`src/rtl/dnr_pkg.sv`:
```
package dnr_pkg;
  parameter int NIB_W   = 4;
  parameter int NIB_CNT = 3;
  parameter int ADDR_W  = 3;
  parameter int CODE_W  = NIB_W * NIB_CNT;
  parameter int SYNC_STAGES = 2;

  // Raw bus bundle carried through the synchroniser
  typedef struct packed {
    logic              clr;
    logic              wr_n;
    logic              cs_n;
    logic              upd_n;
    logic [ADDR_W-1:0] addr;
    logic [NIB_W-1:0]  data;
  } bus_t;

  localparam int BUS_W = $bits(bus_t);

  // Address bits [1:0] == 3 request a transfer, bit 2 picks the channel
  function automatic logic addr_is_xfer(input logic [ADDR_W-1:0] a);
    return a[1:0] == 2'b11;
  endfunction

  function automatic logic addr_chan(input logic [ADDR_W-1:0] a);
    return a[ADDR_W-1];
  endfunction

  function automatic logic [1:0] addr_nib(input logic [ADDR_W-1:0] a);
    return a[1:0];
  endfunction
endpackage

```
`src/rtl/dnr_sync.sv`:
```
module dnr_sync #(
  parameter int W      = 8,
  parameter int STAGES = 2,
  parameter logic [W-1:0] RST_VAL = '0
) (
  input  logic         clk,
  input  logic         rst_n,
  input  logic [W-1:0] d,
  output logic [W-1:0] q
);
  logic [W-1:0] chain [STAGES];

  genvar s;
  generate
    for (s = 0; s < STAGES; s++) begin : g_stage
      if (s == 0) begin : g_first
        always_ff @(posedge clk or negedge rst_n)
          if (!rst_n) chain[0] <= RST_VAL;
          else        chain[0] <= d;
      end else begin : g_next
        always_ff @(posedge clk or negedge rst_n)
          if (!rst_n) chain[s] <= RST_VAL;
          else        chain[s] <= chain[s-1];
      end
    end
  endgenerate

  assign q = chain[STAGES-1];
endmodule

```
`src/rtl/dnr_cmd_capture.sv`:
```
module dnr_cmd_capture
  import dnr_pkg::*;
(
  input  logic              clk,
  input  logic              rst_n,
  input  bus_t              bus_s,
  output logic              wr_edge,
  output logic              cmd_fire,
  output logic              cmd_upd,
  output logic [ADDR_W-1:0] cmd_addr,
  output logic [NIB_W-1:0]  cmd_data,
  output logic              clr_apply
);
  logic wr_last;

  always_ff @(posedge clk or negedge rst_n)
    if (!rst_n) wr_last <= 1'b1;
    else        wr_last <= bus_s.wr_n;

  // trailing edge of the active-low strobe
  assign wr_edge = bus_s.wr_n & ~wr_last;

  always_ff @(posedge clk or negedge rst_n) begin
    if (!rst_n) begin
      cmd_fire  <= 1'b0;
      cmd_upd   <= 1'b0;
      cmd_addr  <= '0;
      cmd_data  <= '0;
      clr_apply <= 1'b0;
    end else begin
      cmd_fire  <= wr_edge & ~bus_s.cs_n;
      clr_apply <= bus_s.clr;
      if (wr_edge) begin
        cmd_upd  <= ~bus_s.upd_n;
        cmd_addr <= bus_s.addr;
        cmd_data <= bus_s.data;
      end
    end
  end
endmodule

```
`src/rtl/dnr_channel.sv`:
```
module dnr_channel
  import dnr_pkg::*;
(
  input  logic               clk,
  input  logic               rst_n,
  input  logic               clr,
  input  logic [NIB_CNT-1:0] nib_we,
  input  logic [NIB_W-1:0]   nib_data,
  input  logic               xfer,
  output logic [CODE_W-1:0]  in_word,
  output logic [CODE_W-1:0]  out_code
);
  genvar k;
  generate
    for (k = 0; k < NIB_CNT; k++) begin : g_nib
      logic [NIB_W-1:0] nib_q;
      always_ff @(posedge clk or negedge rst_n)
        if (!rst_n)         nib_q <= '0;
        else if (clr)       nib_q <= '0;
        else if (nib_we[k]) nib_q <= nib_data;
      assign in_word[k*NIB_W +: NIB_W] = nib_q;
    end
  endgenerate

  always_ff @(posedge clk or negedge rst_n)
    if (!rst_n)    out_code <= '0;
    else if (clr)  out_code <= '0;
    else if (xfer) out_code <= in_word;
endmodule

```
`src/rtl/dual_nibble_dac_regs.sv`:
```
module dual_nibble_dac_regs
  import dnr_pkg::*;
(
  input  logic              clk,
  input  logic              rst_n,
  input  logic [NIB_W-1:0]  bus_data,
  input  logic [ADDR_W-1:0] bus_addr,
  input  logic              cs_n,
  input  logic              wr_n,
  input  logic              upd_n,
  input  logic              clr,
  output logic [CODE_W-1:0] code_a,
  output logic [CODE_W-1:0] code_b
);
  localparam int CHANS = 2;
  localparam bus_t BUS_IDLE = '{clr: 1'b0, wr_n: 1'b1, cs_n: 1'b1,
                                upd_n: 1'b1, addr: '0, data: '0};

  bus_t bus_raw, bus_s;
  assign bus_raw = '{clr: clr, wr_n: wr_n, cs_n: cs_n, upd_n: upd_n,
                     addr: bus_addr, data: bus_data};

  dnr_sync #(.W(BUS_W), .STAGES(SYNC_STAGES), .RST_VAL(BUS_IDLE)) u_sync (
    .clk(clk), .rst_n(rst_n), .d(bus_raw), .q(bus_s)
  );

  logic              wr_edge, cmd_fire, cmd_upd, clr_apply;
  logic [ADDR_W-1:0] cmd_addr;
  logic [NIB_W-1:0]  cmd_data;

  dnr_cmd_capture u_cap (
    .clk(clk), .rst_n(rst_n), .bus_s(bus_s), .wr_edge(wr_edge),
    .cmd_fire(cmd_fire), .cmd_upd(cmd_upd), .cmd_addr(cmd_addr),
    .cmd_data(cmd_data), .clr_apply(clr_apply)
  );

  // decoded strobes, named for the checker
  logic [NIB_CNT-1:0] nib_we [CHANS];
  logic [CHANS-1:0]   xfer;
  logic [CODE_W-1:0]  in_word [CHANS];
  logic [CODE_W-1:0]  out_code [CHANS];
  logic [NIB_CNT-1:0] nib_we_a, nib_we_b;
  logic               xfer_a, xfer_b;
  logic [CODE_W-1:0]  in_a, in_b;

  genvar c, k;
  generate
    for (c = 0; c < CHANS; c++) begin : g_ch
      logic sel;
      assign sel = (addr_chan(cmd_addr) == c[0]);
      for (k = 0; k < NIB_CNT; k++) begin : g_we
        assign nib_we[c][k] = cmd_fire & sel & ~addr_is_xfer(cmd_addr)
                              & (addr_nib(cmd_addr) == k[1:0]);
      end
      assign xfer[c] = cmd_fire & (cmd_upd | (sel & addr_is_xfer(cmd_addr)));

      dnr_channel u_chan (
        .clk(clk), .rst_n(rst_n), .clr(clr_apply), .nib_we(nib_we[c]),
        .nib_data(cmd_data), .xfer(xfer[c]), .in_word(in_word[c]),
        .out_code(out_code[c])
      );
    end
  endgenerate

  assign nib_we_a = nib_we[0];
  assign nib_we_b = nib_we[1];
  assign xfer_a   = xfer[0];
  assign xfer_b   = xfer[1];
  assign in_a     = in_word[0];
  assign in_b     = in_word[1];
  assign code_a   = out_code[0];
  assign code_b   = out_code[1];
endmodule

```
`config.mk`:
```
export PLATFORM = sky130hd
export DESIGN_NAME = dual_nibble_dac_regs
export DESIGN_NICKNAME = d
export VERILOG_FILES = /design/src/rtl/dnr_pkg.sv /design/src/rtl/dnr_sync.sv /design/src/rtl/dnr_cmd_capture.sv /design/src/rtl/dnr_channel.sv /design/src/rtl/dual_nibble_dac_regs.sv
export SDC_FILE = /design/constraint.sdc
export NUM_CORES = 1
export LEC_CHECK = 0
export BUFFER_PORTS_ARGS = -buffer_cell sky130_fd_sc_hd__buf_2
export CORE_MARGIN = 2
export CORE_UTILIZATION = 46
export DETAILED_ROUTE_END_ITERATION = 10
export GPL_ROUTABILITY_DRIVEN = 0
export PLACE_DENSITY = 0.68
export SLEW_MARGIN = 20
export SYNTH_ARGS = -nofsm -noshare
export SYNTH_HDL_FRONTEND = slang
export SYNTH_HIERARCHICAL = 1
export SYNTH_SLANG_ARGS = --single-unit
```
`constraint.sdc`:
```
create_clock -name clk -period 2.2 [get_ports clk]
set_clock_uncertainty 0.15 [all_clocks]
set_input_delay 0.11 -clock clk [delete_from_list [all_inputs] [get_ports clk]]
set_output_delay 0.11 -clock clk [all_outputs]
set_load 0.1 [all_outputs]
```
# Word-level counts from Yosys, hierarchy flattened
# Cells that the tools add are included.
[classes] bitwise_logic=23 n_mux=16 n_reduce_logical=9 eq_ne=3
[op_table] operator="12-bit 2-to-1 mux" n=4
[op_table] operator="4-bit 2-to-1 mux" n=12
[op_table] operator="1-bit bitwise AND" n=16
[op_table] operator="2-bit nonzero test" n=8
[op_table] operator="1-bit NOT" n=5
[op_table] operator="2-bit == test (second input constant)" n=2
[op_table] operator="2-bit by 1-bit == test with 1-bit output (second input constant)" n=1
[op_table] operator="2-bit logical NOT" n=1
[op_table] operator="1-bit bitwise OR" n=2
[word_totals] word_cells=67 in_bits=13 regBits=81 output_inout_bits=24

# Longest topological paths before layout
# Gate-level depths: netlist of the first run.
[logic_depth] ltp_word=6 depth_mapped=5 ltp_nobuf=4

# By module
# The synthesis of the first run kept the hierarchy.
[modules_own_cells] module="dnr_channel" seq_area_each_um2=600.6 instances=2 area_each_um2=967.2 cells_per_inst=78
[modules_own_cells] module="dnr_sync" seq_area_each_um2=558.0 instances=1 area_each_um2=640.6 cells_per_inst=33
[modules_own_cells] module="dnr_cmd_capture" seq_area_each_um2=276.5 instances=1 area_each_um2=435.4 cells_per_inst=23
[modules_own_cells] module="dual_nibble_dac_regs" seq_area_each_um2=0.0 instances=1 area_each_um2=83.8 cells_per_inst=14

# Worst setup path before layout of the first run
# No wires, ideal clock.
[synth_path] path_kind="register -> register" from="register u_cap.cmd_addr[2]" to="register g_ch[0].u_chan.out_code[10]" setup_slack_ns=0.690 path_stages_with_launch=6 synth_period_minus_slack_ns=1.510 required_time_ns=1.928 arrival_time_ns=1.238 n_path_buf=1 setup_ns=0.122 cell_sequence="dfrtp_1 nand2b_4 o21ai_1 buf_6 mux2i_1 nor2_1"
[synth_via] elab_chain_cells=5
[synth_lines] item="start: declaration" line_no="dnr_cmd_capture.sv:10" rtl="output logic [ADDR_W-1:0] cmd_addr,"
[synth_lines] item="start signal: assignment" line_no="dnr_cmd_capture.sv:35" rtl="cmd_addr <= bus_s.addr;"
[synth_lines] item="1-bit NOT" line_no="dual_nibble_dac_regs.sv:50" rtl="assign sel = (addr_chan(cmd_addr) == c[0]);"
[synth_lines] item="1-bit bitwise AND" line_no="dual_nibble_dac_regs.sv:55" rtl="assign xfer[c] = cmd_fire & (cmd_upd | (sel & addr_is_xfer(cmd_addr)));"
[synth_lines] item="1-bit bitwise OR" line_no="dual_nibble_dac_regs.sv:55"
[synth_lines] item="1-bit bitwise AND" line_no="dual_nibble_dac_regs.sv:55"
[synth_lines] item="net xfer_a" line_no="dual_nibble_dac_regs.sv:43" rtl="logic xfer_a, xfer_b;"
[synth_lines] item="2-bit nonzero test (no line)"
[synth_lines] item="end signal: assignment" line_no="dnr_channel.sv:28" rtl="else if (xfer) out_code <= in_word;"
[synth_lines] item="end: declaration" line_no="dnr_channel.sv:11" rtl="output logic [CODE_W-1:0] out_code"
# The timed path passes the listed nets, and every way through them passes these cells.
# A chain may end at the register's enable or synchronous reset.

==> results of run 1 <==
## what timing repair did
action	4_1_cts	5_1_grt
hold buffers	12	0
gates resized for setup	0	0
endpoints found under the hold margin	54	0
## logic make-up (layout without fill, tap and decap cells)
| kind of cell | Yosys count | after routing | share of synthesized area (%) |
|---|---|---|---|
| flops | 81 | 81 | 65.8 |
| simple gates | 62 | 62 | 8.73 |
| mux | 56 | 56 | 19.2 |
| buf+inv | 25 | 70 | 5.78 |
| compound gates | 2 | 2 | 0.445 |
## power groups by stage
stage | clock, mW | sequential, mW | combinational [mW]
CTS | 0.998 | 1.60 | 0.178
finish | 0.968 | 1.60 | 0.174
detailed placement | 0 | 1.63 | 0.162
floorplan | 0 | 1.61 | 0.120
global route | 1.07 | 1.61 | 0.194
global placement | 0 | 1.63 | 0.161
## placed cells by master (no fill, tap or decap)
cell type	count
buf_12	2
buf_2	35
buf_4	4
clkbuf_8	11
clkinv_2	3
clkinvlp_4	2
dfrtp_1	74
dfstp_2	7
dlygate4sd3_1	12
inv_1	1
mux2_4	7
mux2i_1	49
nand2_1	2
nand2_2	1
nand2b_1	2
nand2b_4	1
nor2_1	52
nor2b_1	1
nor2b_4	1
nor3_1	1
nor3_2	1
o21ai_1	1
o21ai_2	1
## critical path, delay by kind of cell, from the launching register on
family           cells  cell delay (ns)
and+or+nand+nor      3             0.64
DFF                  1             0.44
muxes                1             0.24
## registers in the layout, indices dropped and copies added (netlist names)
| name | cells |
|---|---|
| u_sync/q | 11 |
| g_ch.u_chan/out_code | 24 |
| u_cap/cmd_data | 4 |
| u_cap/clr_apply | 1 |
| g_ch.u_chan/g_nib.nib_q | 24 |
| u_cap/cmd_fire | 1 |
| u_cap/cmd_addr | 3 |
| u_sync/chain | 11 |
| u_cap/wr_last | 1 |
| u_cap/cmd_upd | 1 |
## routing by layer
layer | GRT usage, % | vias to the layer above | wire length, µm
li1 | - | 809 | -
met1 | 21.4 | 773 | 2420
met2 | 19.6 | 32 | 2010
met3 | 4.52 | 10 | 191
met4 | 7.36 | 0 | 98
met5 | 0 | - | 0
## final cells by class
cell class | instances | area share (%)
Tap cell | 77 | 2.70
Clock buffer | 11 | 4.25
Inverter | 1 | 0.105
Clock inverter | 5 | 0.843
Multi-Input combinational cell | 120 | 24.7
Timing Repair Buffer | 53 | 10.3
Sequential cell | 81 | 57.1
## path summary, 6_finish.rpt
| path | end | slack [ns] | cells past startpoint |
|---|---|---|---|
| max reg2reg | g_ch[1].u_chan/g_nib[2].nib_q[3] | 0.61 | 4 |
| min in group clk | u_sync/q[10] | 0.20 | 0 |
| min | g_ch[0].u_chan/out_code[9] | 0.16 | 2 |
| max in group asynchronous | u_sync/q[9] | 1.08 | 3 |
| max | g_ch[1].u_chan/g_nib[2].nib_q[3] | 0.61 | 4 |
| min reg2reg | u_sync/q[10] | 0.20 | 0 |
==> metrics.md, run 1 <==
| Metric | Value |
|---|---|
| Worst setup EP type | `register` |
| Routed wire length | `between 4 and 5 mm` |
| Slew HR | `~62%` |
| RSZ-0062 raised after global routing | `no` |
| Top cells by area, synth | `dfrtp_1 (60%), mux2i_1 (16%), nor2_1 (6.3%), dfstp_2 (5.9%), mux2_4 (3.4%)` |
| Post-Syn Instances | `226` |
| Drt first pass iters | `4` |
| Layout Utilization | `between 50% and 60%` |
| Critical Path Source | `u_cap/cmd_addr[0]` |
| Post-Place Setup Slack | `about 0.63 ns` |
| Peak supply drop | `around 0.52 mV` |
| Synthesized Nets | `~240` |
| Placed Area | `between 0.003 and 0.004 mm²` |
| Clock root buffer master | `clkbuf_8` |
| Die W | `around 86 µm` |
| Period utilization | `roughly 70%` |
| Outcome | `finished clean` |
| Register area | `~0.002 mm²` |
| Setup-violating endpoint count in the final report | `0` |
| Sequence of cells on the critical path | `nand2b_1 -> nor2_1 -> mux2i_1 -> nor2_1` |
| Cell variety after synth | `21` |
| Most frequent cell after synthesis | `dfrtp_1` |
| Yosys reg bits | `between 80 and 90` |
| PwrDens | `770 mW/mm²` |
| Seq/Total Area, Yosys | `65.8%` |
| Die ar. | `around 0.0074 mm²` |
| Setup Crit Path Kind | `register to register` |
| Starting Density | `about half` |
| Diode count | `0` |
| Critical-path top delay cell | `dfrtp_1` |
| Global-route wire length before repair | `between 8 and 9 mm` |
| Multi-input gate area | `roughly 880 µm²` |
| Top_reg_cell synth | `dfrtp_1` |
| Setup bufs post-CTS | `0` |
| Fillers | `521` |
| Clock transition at the registers of the reported paths | `roughly 0.080 ns` |
| Drt drc | `0` |
| Cell repeated most along the worst path | `nor2_1` |
| IO Count | `37` |
| Req. time, crit path | `2.27 ns` |
| Clock Path Buffers | `2` |
| Synth warnings | `6` |
| Core area | `between 0.006 and 0.007 mm²` |
| Largest net degree at the start of global routing | `between 40 and 50` |
| Switching share of power | `between 20% and 30%` |
| Flop pwr share | `58.4%` |
| Clock Latency Late Sink | `between 0.3 and 0.4 ns` |
| Final min period | `about 1.6 ns` |
| # rows | `29` |
| Biggest cell delay along the critical path | `between 0.4 and 0.5 ns` |
| Post-layout nets | `between 200 and 300` |
| Setup TNS | `0 ns` |
| Max Cap Viol | `0` |
| P_int | `approximately 2.1 mW` |
| Number of vias per cell | `4.67` |
| Post-synth top area cell | `dfrtp_1` |
| Fmax | `approximately 0.63 GHz` |
| CTS Buf Count | `9` |
| Avg WL per Cell | `between 10 and 15 µm` |
| CP Launch Type | `register` |
| Syn_area_per_cell | `roughly 14 µm²` |
| Total power | `~2.7 mW` |
| Global Route Usage Sum | `between 10% and 20%` |
| Clock power share | `about a third` |
| Hold Crit Class | `input pin to asynchronous set/reset pin` |
| Vias post-DR | `approximately 1600` |
| Async SR Flop Fraction | `100%` |
| Drt initial violations | `95` |
| Leakage power | `between 1.5 and 2 nW` |
| Area Overhead vs Synth | `15.1%` |
| Share of the synthesized area in the top cell type | `59.8%` |
| Critical path arrival | `~1.7 ns` |
| Hpwl dp | `just under 3 mm` |
| Final Hold Viols | `0` |
| Vias in the first global route | `1610` |
| Logic pwr share | `approximately 6.3%` |
| Worst Tran Pin Value | `around 0.57 ns` |
| Synth top cells by count | `dfrtp_1 (74), nor2_1 (52), mux2i_1 (49)` |
| CTS tree | `yes` |
| Initial antenna violation count | `0` |
| P_sw | `approximately 640 µW` |
| Die height | `~86 µm` |
| H-tree depth | `3` |
| CTS sink cnt | `slightly above 80` |
| Share of cells above drive strength 1 | `between 20 and 30%` |
| Post-synth EDFFs | `0` |
| Final slew viol count | `0` |
| WHS | `between 0.15 and 0.2 ns` |
| Residual overflow from global routing | `0` |
| Finished Layout Cells | `~350` |
| Synthesized cell area | `between 0.003 and 0.004 mm²` |
| Reg-to-reg startpoint | `u_cap/cmd_addr[0]` |
| IO buf count | `36` |
| CP Max Fanout | `6` |
| Post-route cell area | `approximately 0.0036 mm²` |
| Worst setup margin | `0.614 ns` |
| ANT nets after route | `0` |
| Placed insts | `320` |
Power figures use the tool's default switching activity.
==> run 2: changes to the inputs <==
--- a/config.mk
+++ b/config.mk
@@ -10,7 +10,7 @@
 export CORE_UTILIZATION = 46
 export DETAILED_ROUTE_END_ITERATION = 10
 export GPL_ROUTABILITY_DRIVEN = 0
-export PLACE_DENSITY = 0.68
+export PLACE_DENSITY = 0.71
 export SLEW_MARGIN = 20
 export SYNTH_ARGS = -nofsm -noshare
 export SYNTH_HDL_FRONTEND = slang
==> constraint.sdc (replaced) <==
create_clock -name clk -period 1.3 [get_ports clk]
set_clock_uncertainty 0.15 [all_clocks]
set_input_delay 0.065 -clock clk [delete_from_list [all_inputs] [get_ports clk]]
set_output_delay 0.065 -clock clk [all_outputs]
set_load 0.1 [all_outputs]
==> metrics.md, run 2 (synthesis gave the netlist of run 1 again) <==
| Metric | Value |
|---|---|
| Outcome | `complete, but fails checks` |
| Failing checks | `setup timing` |
| Residual overflow from global routing | `0` |
| Metal3 WL | `about 230 µm` |
| Clock transition at the registers of the reported paths | `around 0.08 ns` |
| Final Hold Viols | `0` |
| Fmax | `~0.7 GHz` |
| Clock Path Buffers | `2` |
| Vias post-DR | `roughly 1800` |
| Final slew viol count | `0` |
| Multi-input gate area | `approximately 920 µm²` |
| P_sw | `around 1.2 mW` |
| Core area | `approximately 0.0064 mm²` |
| Peak supply drop | `slightly above 0.7 mV` |
| Die height | `about 86 µm` |
| Setup Crit Path Kind | `register to register` |
| Max Cap Viol | `0` |
| P_int | `between 3 and 4 mW` |
| Global-route wire length before repair | `9.02 mm` |
| Fillers | `between 400 and 500` |
| Die W | `~86 µm` |
| IO Count | `37` |
| Leading cell type in the layout, fill and taps excluded | `dfrtp_1` |
| Area Overhead vs Synth | `35.3%` |
| PwrDens | `1220 mW/mm²` |
| Req. time, crit path | `roughly 1.4 ns` |
| CP Max Fanout | `12` |
| Diode count | `0` |
| CP Launch Type | `register` |
| Flop pwr share | `between 50% and 60%` |
| Hold Crit Class | `input pin to asynchronous set/reset pin` |
| Largest net degree at the start of global routing | `between 40 and 50` |
| Top Registers | `g_ch.u_chan/g_nib.nib_q x24, g_ch.u_chan/out_code x24` |
| Drt initial violations | `120` |
| IO buf count | `36` |
| Share of cells above drive strength 1 | `a little over a third` |
| WP buf/inv | `1` |
| Drt drc | `0` |
| Period utilization | `112%` |
| Clock Latency Late Sink | `~0.34 ns` |
| Global Route Usage Sum | `16.2%` |
| Worst setup margin | `-0.159 ns` |
| Starting Density | `between 40% and 50%` |
| H-tree depth | `3` |
| Post-Place Setup Slack | `-0.141 ns` |
| CTS tree | `yes` |
| Critical-path top delay cell | `dfrtp_2` |
| Setup TNS | `-5.49 ns` |
| Commonest cells after routing, fill and taps aside | `dfrtp_1 (68), nor2_1 (52), mux2i_1 (48), buf_12 (30), buf_4 (13)` |
| Avg WL per Cell | `about 14 µm` |
| Leakage power | `~1.8 nW` |
| Uppermost layer routed | `met4` |
| Final min period | `roughly 1.5 ns` |
| CTS Buf Count | `9` |
| Top delay family on crit path | `flip-flops` |
| Routed wire length | `around 5.2 mm` |
| Slew HR | `approximately 77%` |
| # rows | `29` |
| RSZ-0062 raised after global routing | `yes` |
| ANT nets after route | `0` |
| WL met1 | `2.29 mm` |
| CTS sink cnt | `roughly 80` |
| Post-layout nets | `slightly below 300` |
| Clock root buffer master | `clkbuf_8` |
| Switching share of power | `between 20% and 30%` |
| Metal2 WL | `2.65 mm` |
| Total power | `slightly above 5 mW` |
| Critical path arrival | `roughly 1.5 ns` |
| Number of vias per cell | `~4.8` |
| Worst Tran Pin Value | `~0.35 ns` |
| Placed insts | `approximately 330` |
| Die ar. | `between 0.007 and 0.008 mm²` |
| Biggest cell delay along the critical path | `between 0.4 and 0.5 ns` |
| Hpwl dp | `3.36 mm` |
| Worst setup EP type | `register` |
| Clock power share | `~40%` |
| Register area | `0.00204 mm²` |
| Sequence of cells on the critical path | `nand2_2 -> o21ai_4 -> buf_12 -> mux2i_4 -> nor2_1` |
| Initial antenna violation count | `0` |
| Vias in the first global route | `1895` |
| Logic pwr share | `around 7.6%` |
| Drt first pass iters | `4` |
| Finished Layout Cells | `around 360` |
| Setup-violating endpoint count in the final report | `56` |
-- run 2: cell types whose count changed in the layout (fill, tap and decap cells not counted), moves of 2 or more --
cell	before	now
buf_12	2	30
buf_2	35	11
buf_4	4	13
dfrtp_1	74	68
dfrtp_2	0	6
buf_6	0	2
bufinv_16	0	2
clkinv_2	3	1
o21ai_4	0	2
-- run 2: routing by layer --
layer	global-route usage, %	vias to the layer above
met5	0	-
met4	6.64	0
met3	5.00	5
met2	26.1	40
met1	20.5	872
li1	-	841
-- run 2: final cells by class --
type	instances	share of cell area (%)
timing repair buffer	68	21.4
multi-input combinational	120	22.0
clock inverter	6	2.15
inverter	1	0.0896
sequential	81	48.8
tap	77	2.30
clock buffer	10	3.29
-- run 2: worst paths after layout --
path / start / depth (start not counted) / slack, ns / to
max: u_cap/cmd_addr[1] / 5 / -0.16 / g_ch[1].u_chan/out_code[4]
min: rst_n / 2 / 0.03 / g_ch[0].u_chan/g_nib[0].nib_q[1]
max reg2reg: u_cap/cmd_addr[1] / 5 / -0.16 / g_ch[1].u_chan/out_code[4]
min reg2reg: u_sync/chain[12] / 0 / 0.21 / u_sync/q[1]
max in group asynchronous: rst_n / 3 / 0.43 / u_sync/q[9]
min in group clk: u_sync/chain[12] / 0 / 0.21 / u_sync/q[1]
-- run 2: repair_timing --
action | 4_1_cts | 5_1_grt
hold endpoints to repair | 89 | 0
setup buffers | 2 | 0
gates resized for setup | 4 | 3
pin swaps | 2 | 2
endpoints found under the setup margin | 56 | 57
hold buffers | 12 | 0
-- run 2: power by group through the flow --
| stage | logic, mW | clock network [mW] | registers, mW |
|---|---|---|---|
| 3_3_place_gp | 0.343 | 0 | 2.76 |
| 3_5_place_dp | 0.353 | 0 | 2.76 |
| 5_1_grt | 0.420 | 2.19 | 2.73 |
| 6_report | 0.387 | 2.03 | 2.71 |
| 4_1_cts | 0.390 | 2.07 | 2.71 |
| 2_1_floorplan | 0.213 | 0 | 2.73 |
-- run 2: stage by stage --
step / instance area [µm²] / utilization, % / hold slack (ns)
after detailed placement: 3800 / 59.2 / -0.149
after global placement: 3800 / 59.2 / -0.153
after floorplan: 3130 / - / -0.381
after CTS: 4170 / 65.0 / 0.0261
final: 4190 / 65.2 / 0.0310
after global routing: 4190 / 65.2 / 0.0379
